`config.mk`:
```
export PLATFORM = sky130hd
export DESIGN_NAME = quad_nco_mixer
export DESIGN_NICKNAME = d
export VERILOG_FILES = /design/src/rtl/quad_nco_pkg.sv /design/src/rtl/nco_phase_gen.sv /design/src/rtl/nco_sincos_lut.sv /design/src/rtl/nco_cmul.sv /design/src/rtl/quad_nco_mixer.sv
export SDC_FILE = /design/constraint.sdc
export NUM_CORES = 2
export LEC_CHECK = 0
export ABC_AREA = 1
export ABC_CLOCK_PERIOD_IN_PS = 10890
export BUFFER_PORTS_ARGS = -buffer_cell sky130_fd_sc_hd__buf_4
export CAP_MARGIN = 30
export CORE_AREA = 4 4 363 365
export CTS_CLUSTER_SIZE = 28
export DETAILED_ROUTE_END_ITERATION = 10
export DIE_AREA = 0 0 367 369
export SETUP_SLACK_MARGIN = 0.3
export SYNTH_ARGS = -nofsm -noshare
export SYNTH_HDL_FRONTEND = slang
export SYNTH_SLANG_ARGS = --single-unit
```
`constraint.sdc`:
```
create_clock -name clk -period 10.89 [get_ports clk]
set_input_delay 1.089 -clock clk [delete_from_list [all_inputs] [get_ports clk]]
set_output_delay 1.089 -clock clk [all_outputs]
set_load 0.005 [all_outputs]
```
`src/rtl/quad_nco_pkg.sv`:
```
package quad_nco_pkg;

    typedef enum logic [0:0] {
        HOP_RUN  = 1'b0,
        HOP_PEND = 1'b1
    } hop_state_e;

    // Quarter-wave entry k of a table with 2^qb entries, sampled at bin
    // midpoints. Rational sine approximation in integer arithmetic,
    // evaluated at elaboration only.
    function automatic longint quarter_sine(input int k, input int qb, input longint amp);
        longint h;
        longint x;
        longint xs;
        longint num;
        longint den;
        h   = longint'(1) <<< (qb + 2);
        x   = 2 * longint'(k) + 1;
        xs  = x * (h - x);
        num = amp * 16 * xs;
        den = 5 * h * h - 4 * xs;
        return (num + den / 2) / den;
    endfunction

endpackage

```
`src/rtl/nco_phase_gen.sv`:
```
module nco_phase_gen
    import quad_nco_pkg::*;
#(
    parameter int DW    = 16,
    parameter int ACC_W = 24,
    parameter int OFF_W = 12,
    parameter int IDX_W = 10
) (
    input  logic                 clk,
    input  logic                 rst,
    input  logic                 in_valid,
    input  logic signed [DW-1:0] in_i,
    input  logic signed [DW-1:0] in_q,
    input  logic [ACC_W-1:0]     ftw_in,
    input  logic [OFF_W-1:0]     poff_in,
    input  logic                 hop_req,
    input  logic                 phase_clr,
    output logic                 ph_valid,
    output logic [IDX_W-1:0]     ph_idx,
    output logic signed [DW-1:0] ph_i,
    output logic signed [DW-1:0] ph_q
);
    localparam int DROP = OFF_W - IDX_W;

    hop_state_e       state_q, state_d;
    logic             apply_now;
    logic [ACC_W-1:0] ftw_act, ftw_shd, ftw_eff, acc_q;
    logic [OFF_W-1:0] poff_act, poff_shd, poff_eff, ph_hi;

    // state register
    always_ff @(posedge clk) begin
        if (rst) state_q <= HOP_RUN;
        else     state_q <= state_d;
    end

    // next state and control outputs
    always_comb begin
        state_d   = state_q;
        apply_now = 1'b0;
        unique case (state_q)
            HOP_RUN: begin
                if (hop_req) begin
                    if (in_valid) apply_now = 1'b1;
                    else          state_d   = HOP_PEND;
                end
            end
            HOP_PEND: begin
                if (in_valid) begin
                    apply_now = 1'b1;
                    state_d   = HOP_RUN;
                end
            end
        endcase
    end

    // effective words for the sample in flight: newest request wins
    always_comb begin
        if (apply_now && hop_req) begin
            ftw_eff  = ftw_in;
            poff_eff = poff_in;
        end else if (apply_now) begin
            ftw_eff  = ftw_shd;
            poff_eff = poff_shd;
        end else begin
            ftw_eff  = ftw_act;
            poff_eff = poff_act;
        end
    end

    always_ff @(posedge clk) begin
        if (rst) begin
            ftw_shd  <= '0;
            poff_shd <= '0;
            ftw_act  <= '0;
            poff_act <= '0;
        end else begin
            if (hop_req) begin
                ftw_shd  <= ftw_in;
                poff_shd <= poff_in;
            end
            if (apply_now) begin
                ftw_act  <= ftw_eff;
                poff_act <= poff_eff;
            end
        end
    end

    always_ff @(posedge clk) begin
        if (rst)            acc_q <= '0;
        else if (phase_clr) acc_q <= '0;
        else if (in_valid)  acc_q <= acc_q + ftw_eff;
    end

    assign ph_hi = acc_q[ACC_W-1 -: OFF_W] + poff_eff;

    always_ff @(posedge clk) begin
        if (rst) begin
            ph_valid <= 1'b0;
            ph_idx   <= '0;
            ph_i     <= '0;
            ph_q     <= '0;
        end else begin
            ph_valid <= in_valid;
            if (in_valid) begin
                ph_idx <= IDX_W'(ph_hi >> DROP);
                ph_i   <= in_i;
                ph_q   <= in_q;
            end
        end
    end

    AST_CLR_ZERO: assert property (@(posedge clk) disable iff (rst)
        phase_clr |=> acc_q == '0) else $error("clear missed");
    AST_IDLE_HOLD: assert property (@(posedge clk) disable iff (rst)
        (!in_valid && !phase_clr) |=> $stable(acc_q)) else $error("idle advance");
    AST_HOP_WITH_SAMPLE: assert property (@(posedge clk) disable iff (rst)
        (hop_req && in_valid) |=> (ftw_act == $past(ftw_in) && poff_act == $past(poff_in)))
        else $error("hop not applied");
    AST_PEND_EXIT: assert property (@(posedge clk) disable iff (rst)
        (state_q == HOP_PEND && in_valid) |=> state_q == HOP_RUN) else $error("pend stuck");
    AST_WORDS_STABLE: assert property (@(posedge clk) disable iff (rst)
        (!hop_req && state_q == HOP_RUN) |=> ($stable(ftw_act) && $stable(poff_act)))
        else $error("words moved");

endmodule

```
`src/rtl/nco_sincos_lut.sv`:
```
module nco_sincos_lut
    import quad_nco_pkg::*;
#(
    parameter int DW    = 16,
    parameter int IDX_W = 10
) (
    input  logic                 clk,
    input  logic                 rst,
    input  logic                 idx_valid,
    input  logic [IDX_W-1:0]     idx,
    output logic                 lut_valid,
    output logic signed [DW-1:0] sin_o,
    output logic signed [DW-1:0] cos_o
);
    localparam int     QB  = IDX_W - 2;
    localparam int     NQ  = 1 << QB;
    localparam longint AMP = (longint'(1) <<< (DW - 1)) - 1;

    logic [DW-2:0]            qrom [NQ];
    logic [1:0][DW-1:0]       lane_d;

    for (genvar k = 0; k < NQ; k++) begin : g_tab
        assign qrom[k] = (DW-1)'(quarter_sine(k, QB, AMP));
    end

    // lane 0: sine, lane 1: cosine (quadrant advanced by one)
    for (genvar g = 0; g < 2; g++) begin : g_lane
        logic [1:0]    quad;
        logic [QB-1:0] addr;
        logic [DW-2:0] mag;
        assign quad = idx[IDX_W-1 -: 2] + 2'(g);
        assign addr = quad[0] ? ~idx[QB-1:0] : idx[QB-1:0];
        assign mag  = qrom[addr];
        assign lane_d[g] = quad[1] ? -{1'b0, mag} : {1'b0, mag};
    end

    always_ff @(posedge clk) begin
        if (rst) begin
            lut_valid <= 1'b0;
            sin_o     <= '0;
            cos_o     <= '0;
        end else begin
            lut_valid <= idx_valid;
            if (idx_valid) begin
                sin_o <= $signed(lane_d[0]);
                cos_o <= $signed(lane_d[1]);
            end
        end
    end

    AST_FIRST_QUADRANT: assert property (@(posedge clk) disable iff (rst)
        (idx_valid && idx[IDX_W-1 -: 2] == 2'd0) |=> (sin_o > 0 && cos_o > 0))
        else $error("quadrant sign");

endmodule

```
`src/rtl/nco_cmul.sv`:
```
module nco_cmul #(
    parameter int DW = 16
) (
    input  logic                 clk,
    input  logic                 rst,
    input  logic                 in_valid,
    input  logic signed [DW-1:0] a_i,
    input  logic signed [DW-1:0] a_q,
    input  logic signed [DW-1:0] c,
    input  logic signed [DW-1:0] s,
    output logic                 out_valid,
    output logic signed [DW-1:0] out_i,
    output logic signed [DW-1:0] out_q
);
    localparam int PW = 2 * DW + 1;
    localparam logic signed [PW-1:0] MAXV = PW'((longint'(1) <<< (DW - 1)) - 1);
    localparam logic signed [PW-1:0] MINV = -MAXV - 1;
    localparam logic signed [PW-1:0] HALF = PW'(longint'(1) <<< (DW - 2));

    logic signed [2*DW-1:0] p_ic, p_qs, p_is, p_qc;
    logic signed [PW-1:0]   re_sum, im_sum;
    logic signed [DW-1:0]   re_sat, im_sat;

    assign p_ic = a_i * c;
    assign p_qs = a_q * s;
    assign p_is = a_i * s;
    assign p_qc = a_q * c;
    assign re_sum = {p_ic[2*DW-1], p_ic} - {p_qs[2*DW-1], p_qs};
    assign im_sum = {p_is[2*DW-1], p_is} + {p_qc[2*DW-1], p_qc};

    function automatic logic signed [DW-1:0] round_sat(input logic signed [PW-1:0] v);
        logic signed [PW-1:0] sh;
        sh = (v + HALF) >>> (DW - 1);
        if (sh > MAXV)      return MAXV[DW-1:0];
        else if (sh < MINV) return MINV[DW-1:0];
        else                return sh[DW-1:0];
    endfunction

    assign re_sat = round_sat(re_sum);
    assign im_sat = round_sat(im_sum);

    always_ff @(posedge clk) begin
        if (rst) begin
            out_valid <= 1'b0;
            out_i     <= '0;
            out_q     <= '0;
        end else begin
            out_valid <= in_valid;
            if (in_valid) begin
                out_i <= re_sat;
                out_q <= im_sat;
            end
        end
    end

    AST_ZERO_IN_ZERO_OUT: assert property (@(posedge clk) disable iff (rst)
        (in_valid && a_i == '0 && a_q == '0) |=> (out_i == '0 && out_q == '0))
        else $error("zero input leak");

endmodule

```
`src/rtl/quad_nco_mixer.sv`:
```
module quad_nco_mixer #(
    parameter int DW    = 16,
    parameter int ACC_W = 24,
    parameter int OFF_W = 12,
    parameter int IDX_W = 10
) (
    input  logic                 clk,
    input  logic                 rst,
    input  logic                 in_valid,
    input  logic signed [DW-1:0] in_i,
    input  logic signed [DW-1:0] in_q,
    input  logic [ACC_W-1:0]     ftw_in,
    input  logic [OFF_W-1:0]     poff_in,
    input  logic                 hop_req,
    input  logic                 phase_clr,
    output logic                 out_valid,
    output logic signed [DW-1:0] out_i,
    output logic signed [DW-1:0] out_q
);
    logic                 ph_valid, lut_valid;
    logic [IDX_W-1:0]     ph_idx;
    logic signed [DW-1:0] ph_i, ph_q, lut_i, lut_q, sin_v, cos_v;

    nco_phase_gen #(.DW(DW), .ACC_W(ACC_W), .OFF_W(OFF_W), .IDX_W(IDX_W)) u_phase (
        .clk       (clk),
        .rst       (rst),
        .in_valid  (in_valid),
        .in_i      (in_i),
        .in_q      (in_q),
        .ftw_in    (ftw_in),
        .poff_in   (poff_in),
        .hop_req   (hop_req),
        .phase_clr (phase_clr),
        .ph_valid  (ph_valid),
        .ph_idx    (ph_idx),
        .ph_i      (ph_i),
        .ph_q      (ph_q)
    );

    nco_sincos_lut #(.DW(DW), .IDX_W(IDX_W)) u_lut (
        .clk       (clk),
        .rst       (rst),
        .idx_valid (ph_valid),
        .idx       (ph_idx),
        .lut_valid (lut_valid),
        .sin_o     (sin_v),
        .cos_o     (cos_v)
    );

    // keep samples aligned with the table stage
    always_ff @(posedge clk) begin
        if (rst) begin
            lut_i <= '0;
            lut_q <= '0;
        end else if (ph_valid) begin
            lut_i <= ph_i;
            lut_q <= ph_q;
        end
    end

    nco_cmul #(.DW(DW)) u_cmul (
        .clk       (clk),
        .rst       (rst),
        .in_valid  (lut_valid),
        .a_i       (lut_i),
        .a_q       (lut_q),
        .c         (cos_v),
        .s         (sin_v),
        .out_valid (out_valid),
        .out_i     (out_i),
        .out_q     (out_q)
    );

    AST_VALID_STAGE2: assert property (@(posedge clk) disable iff (rst)
        ph_valid |=> lut_valid) else $error("valid dropped");
    AST_NO_SPURIOUS_STAGE2: assert property (@(posedge clk) disable iff (rst)
        !ph_valid |=> !lut_valid) else $error("valid invented");
    AST_VALID_STAGE3: assert property (@(posedge clk) disable iff (rst)
        lut_valid |=> out_valid) else $error("valid dropped");
    AST_NO_SPURIOUS_STAGE3: assert property (@(posedge clk) disable iff (rst)
        !lut_valid |=> !out_valid) else $error("valid invented");

endmodule

```
==> reports/qor.yml <==
run_status:
  status: "completed"
place:
  dp_hpwl_mm: 165
  gp_congestion: 1.02
  port_buffers: 105
floorplan:
  die_area_um2: 135000
  initial_utilization: 0.467
  rows: 132
  die_h_um: 369
  pin_count: 106
  coreArea_um2: 129000
  dieWidth_um: 367
clocking:
  cts_resized: 0
  cts.path.max_buffers: 3
  cts_tree: "done"
  clock-root-buffer: "clkbuf_16"
  ctsHoldBuffers: 0
  clkSinkCount: 238
  clk_latency_ns: 0.64
  numCtsBuffers: 31
  post-cts-setup-buffers: 0
  htreeDepth: 1
  clkTransAtPathRegs_ns: 0.07
setup_path:
  critPathMaxStageDelay_ns: 0.78
  cp.buffers_inverters: 8
  crit_path_frequent_cell: "fa_1"
  cp_slowest_cell: "dfxtp_1"
  worstSetupEndpointType: "flop"
  cp-start-kind: "flop"
  critPathTopFamily: "adder cells"
  crit_arrival_ns: 9.29
  worstSetupPathType: "flop to flop"
  required_ns: 11.38
  critPathMaxFanout: 17
synth:
  synth-edff-count: 0
  yosysUniqueCellTypes: 53
  synth_compound_gate_area_share: 0.0704
  synth_top_area_cell: "fa_1"
  synth_top_family_by_area: "adder cells"
  ys_seq_area_frac: 0.0791
  synth-async-reset-ratio: 0
  syn_area_um2: 60200
  synthTopCellsByArea: "fa_1 39%, nand2_1 13%, inv_1 13%"
  synth_warnings: 0
  synth_cells: 8196
  synthSimpleGateAreaFrac: 0.200
  avgSynthCellArea_um2: 7.35
  synth_seq_cells: 238
  synthAdderAreaFrac: 0.473
  synth_mux_area_frac: 0
  synth_top_area_frac: 0.390
  synth-xor-area-share: 0.0148
  synthFlopType: "dfxtp_1"
  synth_fp_nets: 9843
detailed_routing:
  drt_wl_total_mm: 209
  top_layer: "met5"
  wire_per_inst_um: 21.5
  wl_met1_mm: 81.7
  drtAntennaViolNets: 0
  wl_met2_mm: 102
  dr.first_iter.drc_count: 4141
  num_vias: 51900
  met3_length_mm: 13.1
  firstDrtPassIters: 6
  drc: 0
  vias_per_cell: 5.32
timing:
  hold_violations: 0
  fin_worst_skew_ns: 0.0485
  finalMaxSlewViolations: 0
  clock.fmax_ghz: 0.114
  setup_violations: 0
  fin_crit_sh: 0.808
  period_minus_slack_ns: 8.80
  worstMarginPinSlew_ns: 1.03
  maxSlewHeadroom: 0.314
  rsz0062_at_grt: "false"
  fin_tns_setup_ns: 0
grt:
  grt_first_pass_wirelength_mm: 324
  track_usage: 0.312
  grt_pass1_vias: 54200
  overflow: 0
  antenna_found_initial: 2
  grt_max_degree: 86
power:
  ir_drop_mv: 0.493
  p_per_area_nw_per_um2: 215
  power_leakage_nw: 36.2
cells_and_area:
  drive_gt1_frac: 0.0480
  layout_common_cells: "2121 x nand2_1, 2119 x inv_1, 1174 x fa_1"
  nFillCells: 13100
  final_nets: 9701
  area_growth_pct: 5.39
  utilization: 0.493
  regArea_um2: 4770
  multiInputGateArea_um2: 45700
  final_common_cell: "nand2_1"
run:
  drv_cap: 0
worst_hold_path:
  hold_class: "flop to flop"
-- cell families after synthesis --
family,count (synthesis)
buffers and inverters,2536
adder cells (fa/ha/maj),1574
AND/OR/NAND/NOR,2961
flip-flops,238
XOR/XNOR,99
AO/OA/AOI/OAI,788
-- sequential cells by signal, summed over array words and instances (netlist names) --
register and cells:
u_phase.acc_q 24, u_phase.ftw_act 24, u_phase.ftw_shd 24, lut_i 16, lut_q 16, u_cmul.out_i 16, u_cmul.out_q 16, u_lut.cos_o 16
u_lut.sin_o 16, u_phase.ph_i 16, u_phase.ph_q 16, u_phase.poff_act 12, u_phase.poff_shd 12, u_phase.ph_idx 10, u_cmul.out_valid 1, u_lut.lut_valid 1
u_phase.ph_valid 1, u_phase.state_q 1
-- routing by layer --
| metal | vias up | global-route usage |
|---|---|---|
| li1 | 23600 | - |
| met1 | 25700 | 0.390 |
| met2 | 2078 | 0.535 |
| met3 | 562 | 0.0337 |
| met4 | 4 | 0.163 |
| met5 | - | 0 |
-- cell type report --
| class | count | share of cell area |
|---|---|---|
| diodes | 1 | 0.0000394 |
| clock buffers | 38 | 0.0131 |
| flip-flops and latches | 238 | 0.0752 |
| multi-input cells | 5422 | 0.720 |
| repair buffers | 218 | 0.0279 |
| clock inverters | 18 | 0.00414 |
| inverters | 2143 | 0.127 |
| well taps | 1675 | 0.0330 |
-- final timing paths --
check                                      start         endpoint  slack, ns  depth (start not counted)
worst min register to register  u_phase.ph_q[15]        lut_q[15]       0.43                          2
worst min-delay path            u_phase.ph_q[15]        lut_q[15]       0.43                          2
worst max-delay path                   lut_q[15]  u_cmul.out_q[5]       2.09                         26
worst max register to register         lut_q[15]  u_cmul.out_q[5]       2.09                         26
-- synthesized netlist by cell type, types with 6 or more instances --
cell type,count
a21o_1,8
a21oi_1,314
a22oi_1,18
a31oi_1,14
and2_1,17
buf_2,50
buf_4,20
buf_6,16
clkbuf_1,301
clkinv_1,7
dfxtp_1,238
fa_1,1174
ha_1,400
inv_1,2120
inv_2,15
nand2_1,2121
nand2_2,30
nand2_4,10
nand3_1,298
nand3b_1,6
nand4_1,39
nor2_1,363
nor2_2,15
nor3_1,18
o211ai_1,28
o21ai_0,325
o21ai_1,28
o21bai_1,13
o22ai_1,9
or2_2,27
xnor2_1,46
xor2_1,51
-- metrics by stage --
stage	cells	worst slack (ns)	instance area, um^2	power (mW)	hold slack [ns]
global placement	9687	2.23	62200	12.4	0.440
global route	9752	1.66	63500	15.2	0.438
detailed placement	9694	2.23	62300	12.4	0.442
CTS	9750	2.15	63400	13.6	0.419
floorplan	8196	3.51	60200	9.11	0.425
finish	9753	2.09	63500	13.6	0.434
-- worst min-delay path: cells and delay by family (launching register included) --
kind | cells | cell delay, ns
DFF | 1 | 0.29
AOI/OAI and AO/OA | 1 | 0.08
buffers and inverters | 1 | 0.06
-- report_power, final --
part           internal (mW)  switching, mW
Clock                  0.667          0.460
Sequential             0.960         0.0991
Combinational           3.84           7.60
Total                   5.47           8.15
Power figures use the tool's default switching activity.
